--- src/rtl/hptw_pkg.sv ---
package hptw_pkg;

   typedef enum logic [2:0] {
      RES_HIT    = 3'd0,
      RES_MISS   = 3'd1,
      RES_PROT   = 3'd2,
      RES_NOEXEC = 3'd3,
      RES_DSTORE = 3'd4
   } hptw_result_e;

   typedef struct packed {
      logic        direct;
      logic        sup_key;
      logic        usr_key;
      logic        noexec;
      logic [3:0]  unused;
      logic [23:0] vsid;
   } seg_word_t;

   localparam int WORD_BITS  = 32;
   localparam int PTE_BYTES  = 8;
   localparam int WORD1_OFS  = 4;
   localparam int REF_BIT    = 8;
   localparam int CHG_BIT    = 7;

endpackage

--- src/rtl/hptw_seg_sel.sv ---
module hptw_seg_sel
   import hptw_pkg::*;
#(
   parameter int SEG_COUNT = 16,
   parameter int SEL_W     = $clog2(SEG_COUNT)
) (
   input  logic [SEG_COUNT*WORD_BITS-1:0] seg_file,
   input  logic [SEL_W-1:0]               sel,
   input  logic                           priv_user,
   output seg_word_t                      seg,
   output logic                           key
);

   logic [WORD_BITS-1:0] seg_arr [SEG_COUNT];

   for (genvar g = 0; g < SEG_COUNT; g++) begin : g_unpack
      assign seg_arr[g] = seg_file[g*WORD_BITS +: WORD_BITS];
   end

   assign seg = seg_word_t'(seg_arr[sel]);
   assign key = (seg.usr_key & priv_user) | (seg.sup_key & ~priv_user);

endmodule

--- src/rtl/hptw_hash.sv ---
module hptw_hash (
   input  logic [23:0] vsid,
   input  logic [15:0] page_idx,
   input  logic [31:0] tbl_reg,
   output logic [31:0] pri_grp,
   output logic [31:0] sec_grp,
   output logic [31:0] tag
);

   logic [31:0] hash_p;
   logic [31:0] hash_s;
   logic [31:0] mask;
   logic [31:0] base;

   always_comb begin
      hash_p  = {7'b0, vsid[18:0] ^ {3'b0, page_idx}, 6'b0};
      hash_s  = ~hash_p & 32'h01FF_FFC0;
      mask    = {7'b0, tbl_reg[8:0], 16'hFFC0};
      base    = {tbl_reg[31:16], 16'h0000};
      pri_grp = base | (hash_p & mask);
      sec_grp = base | (hash_s & mask);
      tag     = {1'b0, vsid, 1'b0, page_idx[15:10]};
   end

endmodule

--- src/rtl/hptw_pte_eval.sv ---
module hptw_pte_eval
   import hptw_pkg::*;
(
   input  logic [31:0] word,
   input  logic        h_sel,
   input  logic [31:0] tag,
   input  logic        key,
   input  logic        is_write,
   output logic        match,
   output logic        can_rd,
   output logic        can_wr,
   output logic        grant,
   output logic [31:0] upd_word,
   output logic        needs_wb
);

   logic [1:0] pp;

   assign pp    = word[1:0];
   assign match = word[31] & (word[6] == h_sel) & ((word & 32'h7FFF_FFBF) == tag);

   always_comb begin
      if (!key) begin
         can_rd = 1'b1;
         can_wr = (pp != 2'b11);
      end else begin
         unique case (pp)
            2'b00:   begin can_rd = 1'b0; can_wr = 1'b0; end
            2'b10:   begin can_rd = 1'b1; can_wr = 1'b1; end
            default: begin can_rd = 1'b1; can_wr = 1'b0; end
         endcase
      end
      grant    = is_write ? can_wr : can_rd;
      upd_word = word;
      upd_word[REF_BIT] = 1'b1;
      if (is_write) upd_word[CHG_BIT] = 1'b1;
      needs_wb = (upd_word != word);
   end

endmodule

--- src/rtl/hpt_walker.sv ---
module hpt_walker
   import hptw_pkg::*;
#(
   parameter int SEG_COUNT   = 16,
   parameter int GROUP_SLOTS = 8
) (
   input  logic                           clk,
   input  logic                           rst_n,
   input  logic                           start,
   input  logic [31:0]                    eff_addr,
   input  logic                           is_write,
   input  logic                           is_code,
   input  logic                           priv_user,
   input  logic [31:0]                    tbl_reg,
   input  logic [SEG_COUNT*WORD_BITS-1:0] seg_file,
   output logic                           mem_rd_req,
   output logic                           mem_wr_req,
   output logic [31:0]                    mem_addr,
   output logic [31:0]                    mem_wdata,
   input  logic [31:0]                    mem_rdata,
   input  logic                           mem_rvalid,
   output logic                           done,
   output logic [31:0]                    phys_addr,
   output logic                           perm_rd,
   output logic                           perm_wr,
   output logic [2:0]                     result
);

   localparam int SEL_W  = $clog2(SEG_COUNT);
   localparam int SLOT_W = (GROUP_SLOTS > 1) ? $clog2(GROUP_SLOTS) : 1;
   localparam logic [SLOT_W-1:0] LAST_SLOT = SLOT_W'(GROUP_SLOTS - 1);

   if (SEG_COUNT < 2 || SEG_COUNT > 16 || (SEG_COUNT & (SEG_COUNT - 1)) != 0) begin : g_bad_seg
      $error("SEG_COUNT must be a power of two from 2 to 16");
   end
   if (GROUP_SLOTS < 1 || GROUP_SLOTS > 8 || (GROUP_SLOTS & (GROUP_SLOTS - 1)) != 0) begin : g_bad_slots
      $error("GROUP_SLOTS must be a power of two from 1 to 8");
   end

   typedef enum logic [2:0] {
      S_IDLE, S_CLASS, S_RD0, S_W0, S_RD1, S_W1, S_WB
   } walk_state_e;

   walk_state_e       state;
   logic [31:0]       ea_q;
   logic              rw_q;
   logic              code_q;
   logic [31:0]       tbl_q;
   seg_word_t         seg_q;
   logic              key_q;
   logic              h_q;
   logic              prim_prot_q;
   logic [SLOT_W-1:0] slot_q;
   logic [31:0]       wb_q;
   logic              done_q;
   logic [31:0]       phys_q;
   logic              prd_q;
   logic              pwr_q;
   hptw_result_e      result_q;

   seg_word_t   seg_now;
   logic        key_now;
   logic [31:0] pri_grp;
   logic [31:0] sec_grp;
   logic [31:0] tag;
   logic [31:0] pte_addr;
   logic        match;
   logic        can_rd;
   logic        can_wr;
   logic        grant;
   logic [31:0] upd_word;
   logic        needs_wb;
   logic        refuse;
   logic        miss_end;

   hptw_seg_sel #(.SEG_COUNT(SEG_COUNT), .SEL_W(SEL_W)) u_seg (
      .seg_file  (seg_file),
      .sel       (eff_addr[31 -: SEL_W]),
      .priv_user (priv_user),
      .seg       (seg_now),
      .key       (key_now)
   );

   hptw_hash u_hash (
      .vsid     (seg_q.vsid),
      .page_idx (ea_q[27:12]),
      .tbl_reg  (tbl_q),
      .pri_grp  (pri_grp),
      .sec_grp  (sec_grp),
      .tag      (tag)
   );

   hptw_pte_eval u_eval (
      .word     (mem_rdata),
      .h_sel    (h_q),
      .tag      (tag),
      .key      (key_q),
      .is_write (rw_q),
      .match    (match),
      .can_rd   (can_rd),
      .can_wr   (can_wr),
      .grant    (grant),
      .upd_word (upd_word),
      .needs_wb (needs_wb)
   );

   always_comb begin
      pte_addr   = (h_q ? sec_grp : pri_grp) + (32'(slot_q) * PTE_BYTES);
      mem_rd_req = (state == S_RD0) || (state == S_RD1);
      mem_wr_req = (state == S_WB);
      mem_addr   = pte_addr + (((state == S_RD1) || (state == S_WB)) ? 32'(WORD1_OFS) : 32'd0);
      mem_wdata  = wb_q;
      refuse     = (state == S_W1) && mem_rvalid && !grant;
      miss_end   = (state == S_W0) && mem_rvalid && !match && (slot_q == LAST_SLOT);
   end

   always_ff @(posedge clk or negedge rst_n) begin
      if (!rst_n) begin
         state       <= S_IDLE;
         ea_q        <= '0;
         rw_q        <= 1'b0;
         code_q      <= 1'b0;
         tbl_q       <= '0;
         seg_q       <= '0;
         key_q       <= 1'b0;
         h_q         <= 1'b0;
         prim_prot_q <= 1'b0;
         slot_q      <= '0;
         wb_q        <= '0;
         done_q      <= 1'b0;
         phys_q      <= '0;
         prd_q       <= 1'b0;
         pwr_q       <= 1'b0;
         result_q    <= RES_HIT;
      end else begin
         done_q <= 1'b0;
         unique case (state)
            S_IDLE: begin
               if (start) begin
                  ea_q     <= eff_addr;
                  rw_q     <= is_write;
                  code_q   <= is_code;
                  tbl_q    <= tbl_reg;
                  seg_q    <= seg_now;
                  key_q    <= key_now;
                  phys_q   <= '0;
                  prd_q    <= 1'b0;
                  pwr_q    <= 1'b0;
                  result_q <= RES_MISS;
                  state    <= S_CLASS;
               end
            end
            S_CLASS: begin
               if (seg_q.direct) begin
                  result_q <= RES_DSTORE;
                  done_q   <= 1'b1;
                  state    <= S_IDLE;
               end else if (code_q && seg_q.noexec) begin
                  result_q <= RES_NOEXEC;
                  done_q   <= 1'b1;
                  state    <= S_IDLE;
               end else begin
                  h_q         <= 1'b0;
                  slot_q      <= '0;
                  prim_prot_q <= 1'b0;
                  state       <= S_RD0;
               end
            end
            S_RD0: state <= S_W0;
            S_W0: begin
               if (mem_rvalid) begin
                  if (match) begin
                     state <= S_RD1;
                  end else if (slot_q != LAST_SLOT) begin
                     slot_q <= slot_q + 1'b1;
                     state  <= S_RD0;
                  end
               end
            end
            S_RD1: state <= S_W1;
            S_W1: begin
               if (mem_rvalid && grant) begin
                  phys_q <= {mem_rdata[31:12], ea_q[11:0]};
                  prd_q  <= can_rd;
                  pwr_q  <= can_wr;
                  wb_q   <= upd_word;
                  if (needs_wb) begin
                     state <= S_WB;
                  end else begin
                     result_q <= RES_HIT;
                     done_q   <= 1'b1;
                     state    <= S_IDLE;
                  end
               end
            end
            S_WB: begin
               result_q <= RES_HIT;
               done_q   <= 1'b1;
               state    <= S_IDLE;
            end
            default: state <= S_IDLE;
         endcase

         if (refuse || miss_end) begin
            if (!h_q) begin
               h_q         <= 1'b1;
               slot_q      <= '0;
               prim_prot_q <= refuse;
               state       <= S_RD0;
            end else begin
               result_q <= (refuse || prim_prot_q) ? RES_PROT : RES_MISS;
               done_q   <= 1'b1;
               state    <= S_IDLE;
            end
         end
      end
   end

   assign done      = done_q;
   assign phys_addr = phys_q;
   assign perm_rd   = prd_q;
   assign perm_wr   = pwr_q;
   assign result    = result_q;

   // one-cycle end pulse
   a_r10_done_single: assert property (@(posedge clk) disable iff (!rst_n)
      done |=> !done);

   // outputs hold while idle without a new start
   a_r10_hold: assert property (@(posedge clk) disable iff (!rst_n)
      (state == S_IDLE && !start) |=> ($stable(phys_addr) && $stable(result) && $stable(perm_rd)));

   // direct-store ends without a memory access
   a_r2_dstore: assert property (@(posedge clk) disable iff (!rst_n)
      (state == S_CLASS && seg_q.direct) |=> (done && result == RES_DSTORE && !mem_rd_req));

   // refused code fetch ends without a memory access
   a_r3_noexec: assert property (@(posedge clk) disable iff (!rst_n)
      (state == S_CLASS && !seg_q.direct && code_q && seg_q.noexec)
         |=> (done && result == RES_NOEXEC && !mem_rd_req));

   // every write-back carries the referenced flag
   a_r8_ref_set: assert property (@(posedge clk) disable iff (!rst_n)
      mem_wr_req |-> mem_wdata[REF_BIT]);

   // a store's write-back carries the changed flag
   a_r8_chg_set: assert property (@(posedge clk) disable iff (!rst_n)
      (mem_wr_req && rw_q) |-> mem_wdata[CHG_BIT]);

   // a hit grants the right the access needed
   a_r7_hit_perm: assert property (@(posedge clk) disable iff (!rst_n)
      (done && result == RES_HIT) |-> (perm_rd && (perm_wr || !rw_q)));

   // non-hit results carry no translation
   a_r9_nohit_clear: assert property (@(posedge clk) disable iff (!rst_n)
      (done && result != RES_HIT) |-> (phys_addr == 32'd0 && !perm_rd && !perm_wr));

endmodule

--- config.mk ---
export PLATFORM = sky130hd
export DESIGN_NAME = hpt_walker
export DESIGN_NICKNAME = d
export VERILOG_FILES = /design/src/rtl/hptw_pkg.sv /design/src/rtl/hptw_seg_sel.sv /design/src/rtl/hptw_hash.sv /design/src/rtl/hptw_pte_eval.sv /design/src/rtl/hpt_walker.sv
export SDC_FILE = /design/constraint.sdc
export NUM_CORES = 1
export LEC_CHECK = 0
export ABC_AREA = 1
export CORE_AREA = 8 8 273 275
export DETAILED_ROUTE_END_ITERATION = 8
export DIE_AREA = 0 0 281 283
export GPL_TIMING_DRIVEN = 0
export MAX_ROUTING_LAYER = met4
export SYNTH_ARGS = -nofsm -noshare
export SYNTH_HDL_FRONTEND = slang
export SYNTH_SLANG_ARGS = --single-unit
--- constraint.sdc ---
create_clock -name clk -period 2.2 [get_ports clk]
set_clock_uncertainty 0.15 [all_clocks]
set_input_delay 0.22 -clock clk [delete_from_list [all_inputs] [get_ports clk]]
set_output_delay 0.22 -clock clk [all_outputs]
set_load 0.05 [all_outputs]
Word-level counts from Yosys, hierarchy flattened
Index checks and enable logic that the tools add are counted.
W data, S select, Z words.
{"block": "word_totals", "regBits": 167, "input_bits": 615, "out_inout_bits": 104, "wordCells": 138}
{"block": "classes", "addsub": 3, "magnitude_cmp": 1, "n_eq_ne": 19, "mux": 64, "bitwise": 13, "n_reduce_logical": 20}
{"cell": "$mux W32", "count": 5}
{"cell": "$bmux W32 S4", "count": 1}
{"cell": "$mux W3", "count": 22}
{"cell": "$pmux W32 S2", "count": 1}
{"cell": "$and A25 B25 Y25", "count": 2}
{"cell": "$add A32 B3 Y32", "count": 1}
{"cell": "$add A32 B6 Y32", "count": 1}
{"cell": "$or A32 B25 Y32", "count": 1}
{"cell": "$or A32 B32 Y32", "count": 1}
{"cell": "$eq A30 B30 Y1", "count": 1}
{"cell": "$mux W1", "count": 25}
{"cell": "$not A25 Y25", "count": 1}
{"cell": "$xor A19 B16 Y19", "count": 1}
{"cell": "$pmux W3 S6", "count": 1}
{"cell": "$eq A3 B3 Y1 const B", "count": 4}
{"cell": "$pmux W3 S4", "count": 1}
{"cell": "$mux W2", "count": 4}
{"cell": "$logic_and A1 B1 Y1", "count": 7}
{"cell": "$eq A3 B2 Y1 const B", "count": 2}
{"cell": "$ne A3 B3 Y1 const B", "count": 2}
{"cell": "$pmux W3 S2", "count": 1}
{"cell": "$ge A5 B5 Y1 const B", "count": 1}
{"cell": "$not A4 Y5", "count": 1}
{"cell": "$and A1 B1 Y1", "count": 4}
{"cell": "other kinds (22)", "count": 29}

Depth between registers and ports, before layout
Gate-level depths: netlist of run 1.
{"block": "depth", "ltp_word": 10, "mapped_depth": 16, "depth_no_buf": 15}

Hierarchy
Synthesis of run 1 repeated with hierarchy kept, for this count alone.
{"block": "unflattened", "cells_unflattened": 2370, "area_unflattened_um2": 14945.6}
{"module": "hpt_walker", "instances": 1, "cells_per_inst": 982, "area_each_um2": 8354.3}
{"module": "hptw_seg_sel", "instances": 1, "cells_per_inst": 1009, "area_each_um2": 4750.8}
{"module": "hptw_pte_eval", "instances": 1, "cells_per_inst": 219, "area_each_um2": 953.4}
{"module": "hptw_hash", "instances": 1, "cells_per_inst": 160, "area_each_um2": 887.1}

Least setup slack after synthesis of run 1
No wires, ideal clock.
{"block": "synth_timing", "path_type": "reg-to-output", "startpoint": "register h_q", "endpoint": "output mem_addr[20]", "arrival_time_ps": 2006, "required_time_ps": 1830, "path_slack_ps": -176, "path_stages_with_launch": 7, "path_cell_list": "dfrtp_1 -> buf_6 -> buf_2 -> xor2_1 -> nand2_1 -> nand2_1 -> o21ai_0"}
{"block": "synth_between", "elab_chain_len": 3}
{"item": "from (decl)", "line_no": "hpt_walker.sv:51", "rtl": "logic h_q;"}
{"item": "from (signal assigned)", "line_no": "hpt_walker.sv:126", "rtl": "h_q <= 1'b0;"}
{"item": "from (signal assigned)", "line_no": "hpt_walker.sv:163", "rtl": "h_q <= 1'b0;"}
{"item": "from (signal assigned)", "line_no": "hpt_walker.sv:206", "rtl": "h_q <= 1'b1;"}
{"item": "$mux W32", "line_no": "hpt_walker.sv:108", "rtl": "pte_addr = (h_q ? sec_grp : pri_grp) + (32'(slot_q) * PTE_BYTES);"}
{"item": "$add A32 B6 Y32", "line_no": "hpt_walker.sv:108"}
{"item": "$add A32 B3 Y32", "line_no": "hpt_walker.sv:111", "rtl": "mem_addr = pte_addr + (((state == S_RD1) || (state == S_WB)) ? 32'(WORD1_OFS) : 32'd0);"}
{"item": "to (decl)", "line_no": "hpt_walker.sv:18", "rtl": "output logic [31:0] mem_addr,"}
Every way passes these cells.

Worst setup path after layout of run 1
{"block": "layout_timing", "startpoint": "input eff_addr[30]", "endpoint": "register seg_q[3] in the netlist's numbering"}
{"block": "layout_between", "elab_chain_len": 4}
{"item": "from (decl)", "line_no": "hpt_walker.sv:10", "rtl": "input logic [31:0] eff_addr,"}
{"item": "$not A4 Y5 (not written as such)", "line_no": "hptw_seg_sel.sv:20", "rtl": "assign seg = seg_word_t'(seg_arr[sel]);"}
{"item": "$bmux W32 S4", "line_no": "hptw_seg_sel.sv:20"}
{"item": "$mux W32 (not written as such) (2 in series)", "line_no": "hptw_seg_sel.sv:20"}
{"item": "to (signal assigned)", "line_no": "hpt_walker.sv:144", "rtl": "seg_q <= seg_now;"}
{"item": "to (decl)", "line_no": "hpt_walker.sv:49", "rtl": "seg_word_t seg_q;"}
Every way passes these cells. The select of a mux whose other input is x is not followed.
A chain may end at the register's enable or synchronous reset.

==> results of run 1 <==
kinds of logic (layout without fill, tap and decap cells):
logic type	after synthesis	in the layout	share of synthesized area
compound gates	504	504	0.254
xor+xnor	36	36	0.0274
fa+ha+maj	1	1	0.00109
buf+inv	246	927	0.101
flops	160	160	0.348
mux	1	1	0.000978
other cells	1	37	0.000326
simple gates	761	761	0.266
cell usage after synthesis, types with 16 or more instances:
cell type,count
o221ai_1,76
o22ai_1,36
nand3_1,82
clkbuf_1,54
o21ai_0,313
buf_2,47
o21ai_1,33
dfrtp_1,160
inv_1,101
xor2_1,16
nor2_1,294
xnor2_1,20
a31oi_1,17
nand2_1,355
buf_4,20
power by group through the flow:
stage	clock (mW)	sequential [mW]	combinational, mW
after floorplan	0	6.90	5.50
after global placement	0	5.47	12.5
after detailed placement	0	5.49	12.6
after CTS	3.11	5.47	12.6
after global routing	3.22	5.62	13.5
final	3.06	5.46	12.7
registers in the layout, summed over array words and instances (netlist names), 3 cells and up:
signal / flops
slot_q: 3
ea_q: 28
result: 3
tbl_q: 25
phys_addr: 32
seg_q: 26
state: 3
mem_wdata: 32
final timing paths:
kind | startpoint | slack [ps] | cells after the start | end
hold / removal | rst_n | 120 | 2 | done
hold reg to reg | ea_q[1] | 320 | 2 | ea_q[1]
setup / recovery | eff_addr[30] | -20 | 7 | seg_q[3]
max in group asynchronous | rst_n | 870 | 3 | tbl_q[29]
min in group clk | eff_addr[14] | 150 | 3 | ea_q[14]
setup reg to reg | seg_q[12] | 70 | 11 | done
per-stage QoR:
stage                     setup WS, ps  power [mW]
after CTS                        -14.3        21.2
after global routing             -75.1        22.4
after floorplan                  0.135        12.4
after global placement           -6320        18.0
final                            -16.1        21.2
after detailed placement         -1260        18.1
repair_timing:
action,CTS,global route
endpoints found under the setup margin,68,91
hold buffers,1,0
cloned,0,1
resized for setup,180,58
hold endpoints to repair,56,0
setup buffers,1,2
pin swaps,2,2
layer usage:
metal / part of all wire / track usage / vias up
li1: - / - / 7176
met1: 0.41 / 0.288 / 7580
met2: 0.48 / 0.408 / 840
met3: 0.076 / 0.0575 / 141
met4: 0.032 / 0.0741 / 0
met5: 0 / - / -
cell type report:
type / instances / area (um^2)
diodes: 35 / 87.6
plain buffers: 136 / 818
clock buffers: 18 / 439
clock inverters: 14 / 148
fillers: 7791 / 50300
inverters: 109 / 414
multi-input cells: 1305 / 6590
flip-flops and latches: 160 / 4020
well taps: 950 / 1190
repair buffers: 650 / 6470
cell usage in the layout, fill, tap and decap left out, types with 9 or more instances in the layout:
master and instances:
diode_2 35, clkbuf_16 18, clkdlybuf4s50_1 619, o21ai_1 33, a21oi_1 9, a22oi_1 11, nand2_1 355, clkbuf_2 25
xor2_1 14, xnor2_1 14, buf_2 49, o21ai_0 305, a31oi_1 10, buf_4 36, dfrtp_1 149, dfrtp_2 11
buf_6 19, o22ai_1 35, o221ai_1 68, nor2_1 293, nand4_1 10, inv_1 100, clkbuf_1 28, nand3_1 82
==> results.cfg, run 1 <==
[status]
outcome = finished, violations left
violations = setup timing

[route]
drtIter0Drc = 1391
drc = 0
ant_nets = 0
drt_first_pass_iters = 7
drt_wl_total_um = 98200
via_count = 15737
via_per_inst = 4.66
routedWlPerCell_um = 29.1

[power]
power_switching_mw = 10.9
clkPwrFrac = 0.144
pwr-share-comb = 0.598
p_int_mw = 10.3
p_leak_nw = 8.44
p_seq_frac = 0.258
power_density_nw_per_um2 = 1050
peakVddDrop_v = 0.000618
switching_share = 0.515

[logic_synthesis]
synth_seq_cells = 160
yosysWarnings = 0
async_flop_share = 1.00
ys_seq_area_frac = 0.348
synth_top_area_cell = dfrtp_1
syn-cell-area_um2 = 11500
synth-main-ff-cell = dfrtp_1
synth_area_leaders = dfrtp_1 (35%), o21ai_0 (14%), nand2_1 (12%)
synth_top_cell_area_share = 0.348
synth_edf_count = 0
yosysUniqueCellTypes = 39
synth_cells = 1710
syn_area_per_cell_um2 = 6.73

[clocking]
cts_root_buf = clkbuf_16
cts_sinks = 160
cts_max_level = 4
clockBufferDepth = 2
cts_tree = done
path_clk_slew_ps = 70
clock_latency_ps = 450
cts_buffers = 17

[sta]
period_share = 1.01
hold_viol_final = 0
max_slew.worst_pin.slew_ps = 980
setup_viol = 1
fmax_mhz = 451
setup_tns_ps = -16.1
setup_slack_ps = -16.1
min_period_ps = 2220
maxSlewViolCount = 0
rsz0062_at_grt = true
max-slew-margin-rel = 0.346
holdWs_ps = 118

[critical_path]
worstPathMaxFanout = 10
critPathRequiredTime_ps = 2360
crit_path_start_kind = primary input
path_delay_family = buffers and inverters
slowest_stage = clkbuf_1
path_cells = clkdlybuf4s50_1 > inv_1 > clkbuf_2 > clkbuf_1 > o221ai_1 > nand3_1 > a22oi_1
cp-end-kind = flop
critPathMaxStageDelay_ps = 500
path_class = primary input to flop
crit_arrival_ps = 2380
crit_buf_inv = 4

[placement]
gp_congestion = 0.939
placed_cells = 3306
hpwlAfterDp_um = 84200
dpl_cell_area_um2 = 19200
place.port_buffers = 644

[global_route]
grt_usage = 0.244
grt_max_degree = 105
grt_overflow = 0
grt_pass1_vias = 16200
grt_pass1_wl_um = 132000
antenna_found_initial = 51

[die]
coreArea_um2 = 70500
die-height_um = 283
start_util = 0.163
dieArea_um2 = 79500
rows = 98
die_w_um = 281
io_pins = 719

[finish]
nNetsFinal = 2995
area_growth_pct = 75.3
utilization = 0.286
design_area_um2 = 20200
drive_gt1_frac = 0.0974
final_cells = 3377

[run]
max_cap_violations = 0

[hold_path]
hold_path_class = primary input to async pin
Power figures use the tool's default switching activity.
==> run 2, diff against run 1 <==
- clock period: 2.2 -> 1.9 ns (I/O delays scaled with it)
==> run 2 against run 1 <==
Net effect:
- the flow still finishes with violations (setup timing)
- power rose by 22%
- register-to-register slack got worse by 170 ps
- setup slack got worse by 230 ps
- cell count rose by 1.3%
- clock power rose by 14%
- critical endpoint is now mem_addr[20]
==> results.cfg, run 2 (same netlist as run 1, synthesis figures left out) <==
[sta]
maxSlewViolCount = 0
fmax_mhz = 465
rsz0062_at_grt = true
min_period_ps = 2150
period_share = 1.13
setup_viol = 29
holdWs_ps = 124
hold_viol_final = 0
max_slew.worst_pin.slew_ps = 780
setup_slack_ps = -251
max-slew-margin-rel = 0.480

[route]
drt_wl_total_um = 99600
drtIter0Drc = 1420
via_count = 15992
routedWlPerCell_um = 29.1
drc = 0
drt_first_pass_iters = 7
via_per_inst = 4.68
ant_nets = 0

[clocking]
clockBufferDepth = 2
clock_latency_ps = 450
cts_sinks = 160
cts_root_buf = clkbuf_16
cts_tree = done
cts_max_level = 4
cts_buffers = 17
path_clk_slew_ps = 70

[critical_path]
path_class = flop to output port
path_delay_family = buffers and inverters
cpMostUsedCell = buf_12
crit_arrival_ps = 1810
critPathRequiredTime_ps = 1560
slowest_stage = dfrtp_1
r2r-start = seg_q[9]
cp-end-kind = output port
worstPathMaxFanout = 6
crit_path_start_kind = flop
reg2reg_slack_ps = -100
crit_buf_inv = 3
critPathMaxStageDelay_ps = 400
startpoint = h_q
path_cells = buf_12 > buf_12 > xor2_2 > nand2_1 > nand2_1 > o21ai_2 > buf_12

[die]
rows = 98
start_util = 0.163
coreArea_um2 = 70500
dieArea_um2 = 79500
io_pins = 719
die_w_um = 281
die-height_um = 283

[global_route]
antenna_found_initial = 66
grt_pass1_vias = 16075
grt_pass1_wl_um = 133000
grt_overflow = 0
grt_max_degree = 86
grt_usage = 0.245

[power]
peakVddDrop_v = 0.000846
power_density_nw_per_um2 = 1220
p_leak_nw = 9.11
power_mw = 25.9

[finish]
layout_common_cells = clkdlybuf4s50_1 (539), nand2_1 (342), o21ai_0 (294)
nNetsFinal = 3027
mostFrequentLayoutCell = clkdlybuf4s50_1
multi_input_area_um2 = 7020
final-seq-area_um2 = 4030
nFillCells = 7799
drive_gt1_frac = 0.155
utilization = 0.300
area_growth_pct = 83.6
final_cells = 3420

[status]
violations = setup timing
outcome = finished, violations left

[placement]
hpwlAfterDp_um = 84200
placed_cells = 3306
gp_congestion = 0.948
place.port_buffers = 644

[hold_path]
holdCritStartpoint = tbl_reg[3]
hold_path_class = primary input to flop

[run]
max_cap_violations = 0
## run 2: cell count changes in the layout (fill, tap and decap cells not counted), sizes merged
cell	delta
buf	+33
clkbuf	-1
clkdlybuf4s15	+2
clkdlybuf4s50	-80
clkinv	+2
clkinvlp	+1
diode	+11
dlygate4sd2	+78
inv	-3
## run 2: stage by stage
stage          instance area (um^2)  setup TNS, ps  worst slack [ps]
6_report                      21100          -3670              -251
5_1_grt                       21100          -6020              -317
4_1_cts                       20400          -3120              -312
3_5_place_dp                  19200         -87090             -1520
3_3_place_gp                  19200       -1161900             -6730
2_1_floorplan                 11500           -633             -68.0
## run 2: worst register-to-register path: stages, from the launching register on
cell	delay [ps]
dfrtp_2	490
xnor2_2	170
nand2_1	80
nor2_1	160
nand2_1	100
nor2_2	140
nand3_2	120
nand3_2	110
nand2_4	120
a21o_1	240
## run 2: power breakdown
group / total [mW] / switching, mW / internal, mW / leakage [nW]
clock: 3.50 / 1.65 / 1.85 / 0.283
sequential: 6.27 / 1.32 / 4.95 / 1.99
combinational: 16.1 / 10.3 / 5.85 / 6.83
total: 25.9 / 13.2 / 12.7 / 9.11
## run 2: path summary, 6_finish.rpt
path,end,cells past startpoint
hold / removal,tbl_q[3],3
hold reg to reg,tbl_q[29],2
setup reg to reg,done,9
min in group asynchronous,done,2
max in group asynchronous,seg_q[8],3
setup / recovery,mem_addr[20],7
## run 2: what timing repair did
item                                    CTS  global route
setup buffers                            19            18
endpoints found under the setup margin  260           137
pin swaps                                16            13
hold buffers                              1             0
gates resized for setup                 389           129
gates cloned                              0             1
endpoints found under the hold margin    75             0
## run 2: cell type report
type	count	area share
Buffer	134	0.0458
Antenna cell	46	0.00545
Clock buffer	18	0.0203
Inverter	109	0.0205
Multi-Input combinational cell	1305	0.332
Clock inverter	14	0.00717
Sequential cell	160	0.191
Timing Repair Buffer	684	0.321
Tap cell	950	0.0563
## run 2: layer usage
layer,up-vias,GRT usage,wire length (um)
met5,-,-,0
met4,0,0.0747,2860
met3,126,0.0730,8360
met2,864,0.409,48400
met1,7752,0.282,40000
li1,7250,-,-
